## src/rtl/dualmod_pkg.sv

```systemverilog
package dualmod_pkg;

  // Which of the two ratios drives the divide counter.
  typedef enum logic {
    PH_FIRST  = 1'b0,
    PH_SECOND = 1'b1
  } dm_phase_e;

endpackage

```

## src/rtl/dmd_cfg_shadow.sv

```systemverilog
// Captured copy of the configuration; changes only when load is high.
module dmd_cfg_shadow #(
  parameter int CNT_W = 12,
  parameter int REP_W = 12
) (
  input  logic             clk,
  input  logic             rst_n,
  input  logic             load,
  input  logic             d_dual,
  input  logic [CNT_W-1:0] d_n1,
  input  logic [CNT_W-1:0] d_n2,
  input  logic [REP_W-1:0] d_m1,
  input  logic [REP_W-1:0] d_m2,
  output logic             q_dual,
  output logic [CNT_W-1:0] q_n1,
  output logic [CNT_W-1:0] q_n2,
  output logic [REP_W-1:0] q_m1,
  output logic [REP_W-1:0] q_m2
);

  always_ff @(posedge clk) begin
    if (!rst_n) begin
      q_dual <= 1'b0;
      q_n1   <= '0;
      q_n2   <= '0;
      q_m1   <= '0;
      q_m2   <= '0;
    end else if (load) begin
      q_dual <= d_dual;
      q_n1   <= d_n1;
      q_n2   <= d_n2;
      q_m1   <= d_m1;
      q_m2   <= d_m2;
    end
  end

endmodule

```

## src/rtl/dmd_period_ctr.sv

```systemverilog
// Counts reference cycles from 0 up to limit, then wraps.
module dmd_period_ctr #(
  parameter int CNT_W = 12
) (
  input  logic             clk,
  input  logic             rst_n,
  input  logic             clr,
  input  logic             adv,
  input  logic [CNT_W-1:0] limit,
  output logic [CNT_W-1:0] count,
  output logic             wrap
);

  assign wrap = adv && (count == limit);

  always_ff @(posedge clk) begin
    if (!rst_n || clr) begin
      count <= '0;
    end else if (adv) begin
      count <= wrap ? '0 : count + CNT_W'(1);
    end
  end

endmodule

```

## src/rtl/dmd_phase_seq.sv

```systemverilog
// Counts finished periods within a burst and flips between the two ratios.
module dmd_phase_seq
  import dualmod_pkg::*;
#(
  parameter int REP_W = 12
) (
  input  logic             clk,
  input  logic             rst_n,
  input  logic             clr,
  input  logic             wrap,
  input  logic             cur_dual,
  input  logic             next_dual,
  input  logic [REP_W-1:0] m1,
  input  logic [REP_W-1:0] m2,
  output dm_phase_e        phase,
  output logic             boundary
);

  logic [REP_W-1:0] rep_cnt;
  logic [REP_W-1:0] rep_lim;
  logic             last_rep;

  assign rep_lim  = (phase == PH_SECOND) ? m2 : m1;
  assign last_rep = !cur_dual || (rep_cnt == rep_lim);
  assign boundary = wrap && last_rep;

  always_ff @(posedge clk) begin
    if (!rst_n || clr) begin
      rep_cnt <= '0;
      phase   <= PH_FIRST;
    end else if (boundary) begin
      rep_cnt <= '0;
      if (next_dual) begin
        phase <= (phase == PH_FIRST) ? PH_SECOND : PH_FIRST;
      end else begin
        phase <= PH_FIRST;
      end
    end else if (wrap) begin
      rep_cnt <= rep_cnt + REP_W'(1);
    end
  end

endmodule

```

## src/rtl/dualmod_clkdiv.sv

```systemverilog
module dualmod_clkdiv
  import dualmod_pkg::*;
#(
  parameter int CNT_W = 12,
  parameter int REP_W = 12
) (
  input  logic             clk,
  input  logic             rst_n,
  input  logic             cfg_dual,
  input  logic [CNT_W-1:0] cfg_n1,
  input  logic [CNT_W-1:0] cfg_n2,
  input  logic [REP_W-1:0] cfg_m1,
  input  logic [REP_W-1:0] cfg_m2,
  input  logic             in_en,
  input  logic             out_en,
  output logic             clk_out,
  output logic             tick_out
);

  localparam int HW   = CNT_W + 1;
  localparam int SH_W = 1 + 2 * CNT_W + 2 * REP_W;

  logic             run;
  logic             load;
  logic             adv;
  logic             wrap;
  logic             boundary;
  logic [CNT_W-1:0] count;
  logic [CNT_W-1:0] cur_n;
  logic [HW-1:0]    high_len;
  dm_phase_e        phase;

  logic             s_dual;
  logic [CNT_W-1:0] s_n1;
  logic [CNT_W-1:0] s_n2;
  logic [REP_W-1:0] s_m1;
  logic [REP_W-1:0] s_m2;
  logic [SH_W-1:0]  shadow_bus;

  // run goes high one edge after the input gate opens; that edge captures settings
  always_ff @(posedge clk) begin
    if (!rst_n) begin
      run <= 1'b0;
    end else begin
      run <= in_en;
    end
  end

  assign adv  = run && in_en;
  assign load = !run || !in_en || boundary;

  dmd_cfg_shadow #(
    .CNT_W(CNT_W),
    .REP_W(REP_W)
  ) u_shadow (
    .clk    (clk),
    .rst_n  (rst_n),
    .load   (load),
    .d_dual (cfg_dual),
    .d_n1   (cfg_n1),
    .d_n2   (cfg_n2),
    .d_m1   (cfg_m1),
    .d_m2   (cfg_m2),
    .q_dual (s_dual),
    .q_n1   (s_n1),
    .q_n2   (s_n2),
    .q_m1   (s_m1),
    .q_m2   (s_m2)
  );

  assign shadow_bus = {s_dual, s_n1, s_n2, s_m1, s_m2};
  assign cur_n      = (phase == PH_SECOND) ? s_n2 : s_n1;

  dmd_period_ctr #(
    .CNT_W(CNT_W)
  ) u_period (
    .clk   (clk),
    .rst_n (rst_n),
    .clr   (!in_en),
    .adv   (adv),
    .limit (cur_n),
    .count (count),
    .wrap  (wrap)
  );

  dmd_phase_seq #(
    .REP_W(REP_W)
  ) u_seq (
    .clk       (clk),
    .rst_n     (rst_n),
    .clr       (!in_en),
    .wrap      (wrap),
    .cur_dual  (s_dual),
    .next_dual (cfg_dual),
    .m1        (s_m1),
    .m2        (s_m2),
    .phase     (phase),
    .boundary  (boundary)
  );

  // high for ceil(P/2) cycles where P = cur_n + 1
  assign high_len = ({1'b0, cur_n} + HW'(2)) >> 1;
  assign clk_out  = run && out_en && ({1'b0, count} < high_len);
  assign tick_out = run && out_en && (count == '0);

endmodule

```

## config.mk

```make
export PLATFORM = sky130hd
export DESIGN_NAME = dualmod_clkdiv
export DESIGN_NICKNAME = d
export VERILOG_FILES = /design/src/rtl/dualmod_pkg.sv /design/src/rtl/dmd_cfg_shadow.sv /design/src/rtl/dmd_period_ctr.sv /design/src/rtl/dmd_phase_seq.sv /design/src/rtl/dualmod_clkdiv.sv
export SDC_FILE = /design/constraint.sdc
export NUM_CORES = 1
export LEC_CHECK = 0
export ABC_AREA = 1
export BUFFER_PORTS_ARGS = -buffer_cell sky130_fd_sc_hd__buf_2
export CELL_PAD_IN_SITES_DETAIL_PLACEMENT = 0
export CELL_PAD_IN_SITES_GLOBAL_PLACEMENT = 1
export CORE_MARGIN = 4
export CORE_UTILIZATION = 40
export DETAILED_ROUTE_END_ITERATION = 6
export GPL_ROUTABILITY_DRIVEN = 0
export GPL_TIMING_DRIVEN = 0
export HOLD_SLACK_MARGIN = 0.12
export PLACE_DENSITY = 0.81
export SLEW_MARGIN = 20
export SYNTH_ARGS = -nofsm -noshare
export SYNTH_HDL_FRONTEND = slang
export SYNTH_SLANG_ARGS = --single-unit
```

## constraint.sdc

```tcl
create_clock -name clk -period 3.4 [get_ports clk]
set_clock_uncertainty 0.05 [all_clocks]
set_input_delay 0.68 -clock clk [delete_from_list [all_inputs] [get_ports clk]]
set_output_delay 0.68 -clock clk [all_outputs]
set_load 0.02 [all_outputs]
```

==> summary.txt <==
Detailed routing
  – Average wire per cell in the routed design: 14.1 um
  – DRT iter0 DRCs: 266
  – Uppermost signal routing layer after detailed routing: met4
  – Post-detailed-route count of antenna-violating nets: 0
  – DR WL met2: about 6200 um
  – Length of routed met3 wiring: 632 um
  – Number of detailed-routing iterations run before antenna repair: 5
  – Final routed wirelength across all metal layers: 13800 um
  – DRC violations left: 0
  – Routed via count divided by cell count: between 5 and 6
  – Count of vias placed by the detailed router: 4934
  – Sum of routed wire segments on met1: 6810 um

Pwr
  – Peak supply drop: 204 uV
  – Sequential share of power: 0.440
  – Static power due to leakage: 2.60 nW
  – Internal cell power: 1.57 mW
  – Switching power share of the total: 0.268
  – Clock network fraction of design power: 0.428
  – Switching pwr: 575 uW
  – Pwr per Cell Area: 381 nW/um2
  – Power share of the combinational group: 0.132

Synth
  – Leading register cell type out of synthesis: sky130_fd_sc_hd__dfxtp_1
  – Asr flop ratio synth: 0
  – Top post-synthesis cells by area: sky130_fd_sc_hd__dfxtp_1 (32%), sky130_fd_sc_hd__nand2_1 (18%), sky130_fd_sc_hd__nand3_1 (9.8%), sky130_fd_sc_hd__inv_1 (7.0%), sky130_fd_sc_hd__nor2_1 (6.8%)
  – Post-synthesis cell count: 756
  – Netlist cell types: 31
  – Combined area of all synthesized cells: 4700 um2
  – Total of flip-flops plus latches after synthesis: 75
  – Avg Inst Size Synth: 6.22 um2
  – Cell types with the highest counts after synthesis: sky130_fd_sc_hd__nand2_1 (222), sky130_fd_sc_hd__nand3_1 (92), sky130_fd_sc_hd__inv_1 (88)
  – Cell taking the most area after synthesis: sky130_fd_sc_hd__dfxtp_1
  – Share of the synthesized area in the top cell type: 0.319
  – Seq/Total Area, Yosys: 0.319
  – Number of warning messages in the yosys log: 0
  – Net count after synthesis: ~820
  – Most instantiated library cell after synthesis: sky130_fd_sc_hd__nand2_1
  – Number of enable flip-flop cells after synthesis: 0

Finish
  – Final core utilization: 0.490
  – Layout filler cell count: 1203
  – Fraction of final layout cells with drive strength greater than 1: 0.160
  – Final nets: approximately 900
  – Post-route standard cell area excluding fillers: 5620 um2
  – Number of diodes added for antenna fixing: 0
  – Total area of sequential cells: ~1500 um2
  – Area growth, synth to finish: 19.5%
  – Combined area of the multi-input logic cells: 2780 um2

Timing
  – Achievable Freq: between 0.2 and 0.3 GHz
  – Worst rel slew slack: 0.552
  – Tightest hold margin: 0.433 ns
  – Number of failing hold endpoints at the final stage: 0
  – Slew at the pin with the worst max-slew slack: 0.672 ns
  – Unrepaired setup endpoints after global routing: yes
  – Share of the cycle needed by the critical path after routing: 1.02
  – Final worst slack: -0.0700 ns
  – Min cycle time layout: roughly 3.5 ns
  – Endpoints failing setup: 1
  – Slew Limit Fails: 0

Floorplanning
  – Core Box Area: 11500 um2
  – Total Die Area: 13500 um2
  – Initial core utilization: 0.410
  – Die boundary width: 116 um
  – Overall die height: roughly 120 um
  – Rows: 39
  – Ports placed on the boundary: between 50 and 60

Clock tree
  – TritonCTS buffer count: 9
  – Bufs on Longest Clock Path: 2
  – Hold-fix buffers at CTS: 0
  – Count of H-tree levels built during CTS: 3
  – Clock sink count: 75
  – Worst-Skew Late Latency: 0.34 ns
  – Clock Root Buffer: sky130_fd_sc_hd__clkbuf_16
  – CTS tree: yes
  – Register clock-pin slew on the reported worst setup and hold paths: 0.06 ns

Run status
  – Violated checks: negative setup slack
  – Status: finished with violations

Placed design
  – Post-detailed-placement cell area: between 5000 and 6000 um2
  – Half-perimeter wire length after detailed placement: 10400 um
  – Setup Slack @ Placement: -0.0539 ns
  – Count of input and output buffers: 53

Hold path
  – Hold Startpoint: u_seq.rep_cnt[11]
  – Worst min-delay path category: reg2reg

Worst setup path
  – Critical Path Sink Type: output port
  – Stage delay of the slowest cell on the critical path: 0.37 ns
  – Category of the critical setup timing path: reg2out
  – Critical-path top delay cell: sky130_fd_sc_hd__dfxtp_4
  – Beginning of the critical path: u_seq.phase
  – Worst path required time: 2.67 ns
  – Startpoint class of the critical path: flop
  – Critical path, cell by cell: buf_8 -> o21ai_4 -> and3_4 -> nand2_4 -> nor2_4 -> nand3_2 -> xor2_1 -> ha_1 -> a21oi_2 -> o31ai_1 -> a21oi_1 -> nor2_1 -> nor3_1 -> buf_4
  – Max Fanout on Critical Path: 5
  – Data arrival time of the critical path: between 2 and 3 ns
  – Register-to-Register Setup Slack: 0.84 ns
  – Beginning of the worst register-to-register path: u_seq.phase

GRT
  – All-layer global routing usage: 0.213
  – Via count of the first global-routing pass: 4646
  – Initial antenna violation count: 0
  – Maximum number of pins on one net before global-route repair: 12
  – Final global-route overflow total: 0
  – First-pass GRT wire length: 22700 um

Job
  – Max-Cap Viols: 0
==> power by group through the flow <==
stage          Sequential [mW]  Clock (mW)  Combinational [mW]
6_report                 0.941       0.916               0.283
5_1_grt                  0.945       0.962               0.322
2_1_floorplan            0.952           0               0.186
3_5_place_dp             0.960           0               0.268
3_3_place_gp             0.960           0               0.264
4_1_cts                  0.942       0.936               0.278
==> logic make-up (layout without fill, tap and decap cells) <==
| logic type | count (synthesis) | after routing | share of synthesized area |
|---|---|---|---|
| XOR/XNOR | 17 | 17 | 0.0317 |
| AND/OR/NAND/NOR | 435 | 435 | 0.392 |
| buffers and inverters | 128 | 207 | 0.113 |
| adder cells (fa/ha/maj) | 15 | 15 | 0.0399 |
| flip-flops | 75 | 75 | 0.319 |
| AO/OA/AOI/OAI | 86 | 86 | 0.104 |
==> repair_timing <==
| item | in CTS | in global routing |
|---|---|---|
| gates cloned | 0 | 0 |
| gates resized for setup | 19 | 15 |
| hold endpoints to repair | 0 | 0 |
| setup endpoints to repair | 1 | 1 |
| setup buffers | 8 | 3 |
| pin swaps | 8 | 12 |
==> area by class of cell <==
type | instances | area share
multi-input combinational | 553 | 0.495
sequential | 75 | 0.268
timing repair buffer | 64 | 0.0624
inverter | 92 | 0.0624
clock buffer | 15 | 0.0477
buffer | 35 | 0.0319
tap | 143 | 0.0319
clock inverter | 1 | 0.00134
==> placed cells by master (no fill, tap or decap), types with 2 or more instances in the layout <==
cell and instances:
sky130_fd_sc_hd__nand2_1 213, sky130_fd_sc_hd__nand3_1 90, sky130_fd_sc_hd__inv_1 88, sky130_fd_sc_hd__nor2_1 82
sky130_fd_sc_hd__dfxtp_1 74, sky130_fd_sc_hd__buf_2 63, sky130_fd_sc_hd__a21oi_1 54, sky130_fd_sc_hd__xor2_1 15
sky130_fd_sc_hd__nor3_1 15, sky130_fd_sc_hd__clkbuf_1 14, sky130_fd_sc_hd__ha_1 14, sky130_fd_sc_hd__buf_4 12
sky130_fd_sc_hd__a21oi_2 11, sky130_fd_sc_hd__buf_1 10, sky130_fd_sc_hd__nand2_2 9, sky130_fd_sc_hd__clkbuf_16 9
sky130_fd_sc_hd__nand4_1 8, sky130_fd_sc_hd__o21ai_0 7, sky130_fd_sc_hd__o21ai_1 5, sky130_fd_sc_hd__nand2_4 4
sky130_fd_sc_hd__buf_6 3, sky130_fd_sc_hd__o21ai_2 3, sky130_fd_sc_hd__nand3_2 3, sky130_fd_sc_hd__nor4_1 3
sky130_fd_sc_hd__inv_2 3, sky130_fd_sc_hd__nor2_2 2, sky130_fd_sc_hd__xnor2_1 2, sky130_fd_sc_hd__o211ai_1 2
sky130_fd_sc_hd__o32ai_1 2, sky130_fd_sc_hd__clkbuf_8 2
==> critical path: cells and delay by family, from the launching register on <==
| kind | cells | cell delay (ns) |
|---|---|---|
| buffers and inverters | 2 | 0.31 |
| AOI/OAI and AO/OA | 4 | 0.50 |
| xor gates and xnor gates | 1 | 0.17 |
| adders and majority gates | 1 | 0.33 |
| and+or+nand+nor | 6 | 0.70 |
| DFF | 1 | 0.37 |
==> sequential cells by signal (all words and copies together), names as in the netlist <==
| register | count |
|---|---|
| u_period.count | 12 |
| u_seq.rep_cnt | 12 |
| u_shadow.q_m1 | 12 |
| u_shadow.q_m2 | 12 |
| u_shadow.q_n1 | 12 |
| u_shadow.q_n2 | 12 |
| run | 1 |
| u_seq.phase | 1 |
| u_shadow.q_dual | 1 |
==> through the flow <==
step	power (mW)	TNS (ns)	cells
floorplan	1.14	0	756
global placement	1.22	-0.0497	952
detailed placement	1.23	-0.0539	952
CTS	2.16	-0.141	976
global route	2.23	-0.279	978
finish	2.14	-0.0700	978
==> layer usage <==
layer,vias to the layer above,global-route usage
li1,2562,-
met1,2236,0.297
met2,119,0.334
met3,17,0.0363
met4,0,0.0696
met5,-,0
==> path summary, 6_finish.rpt <==
check / endpoint / cells after the start
worst max register to register: u_shadow.q_n2[10] / 12
worst max-delay path: clk_out / 14
worst min-delay path: u_seq.rep_cnt[11] / 2
worst min register to register: u_seq.rep_cnt[11] / 2
(Power assumes the default switching activity.)
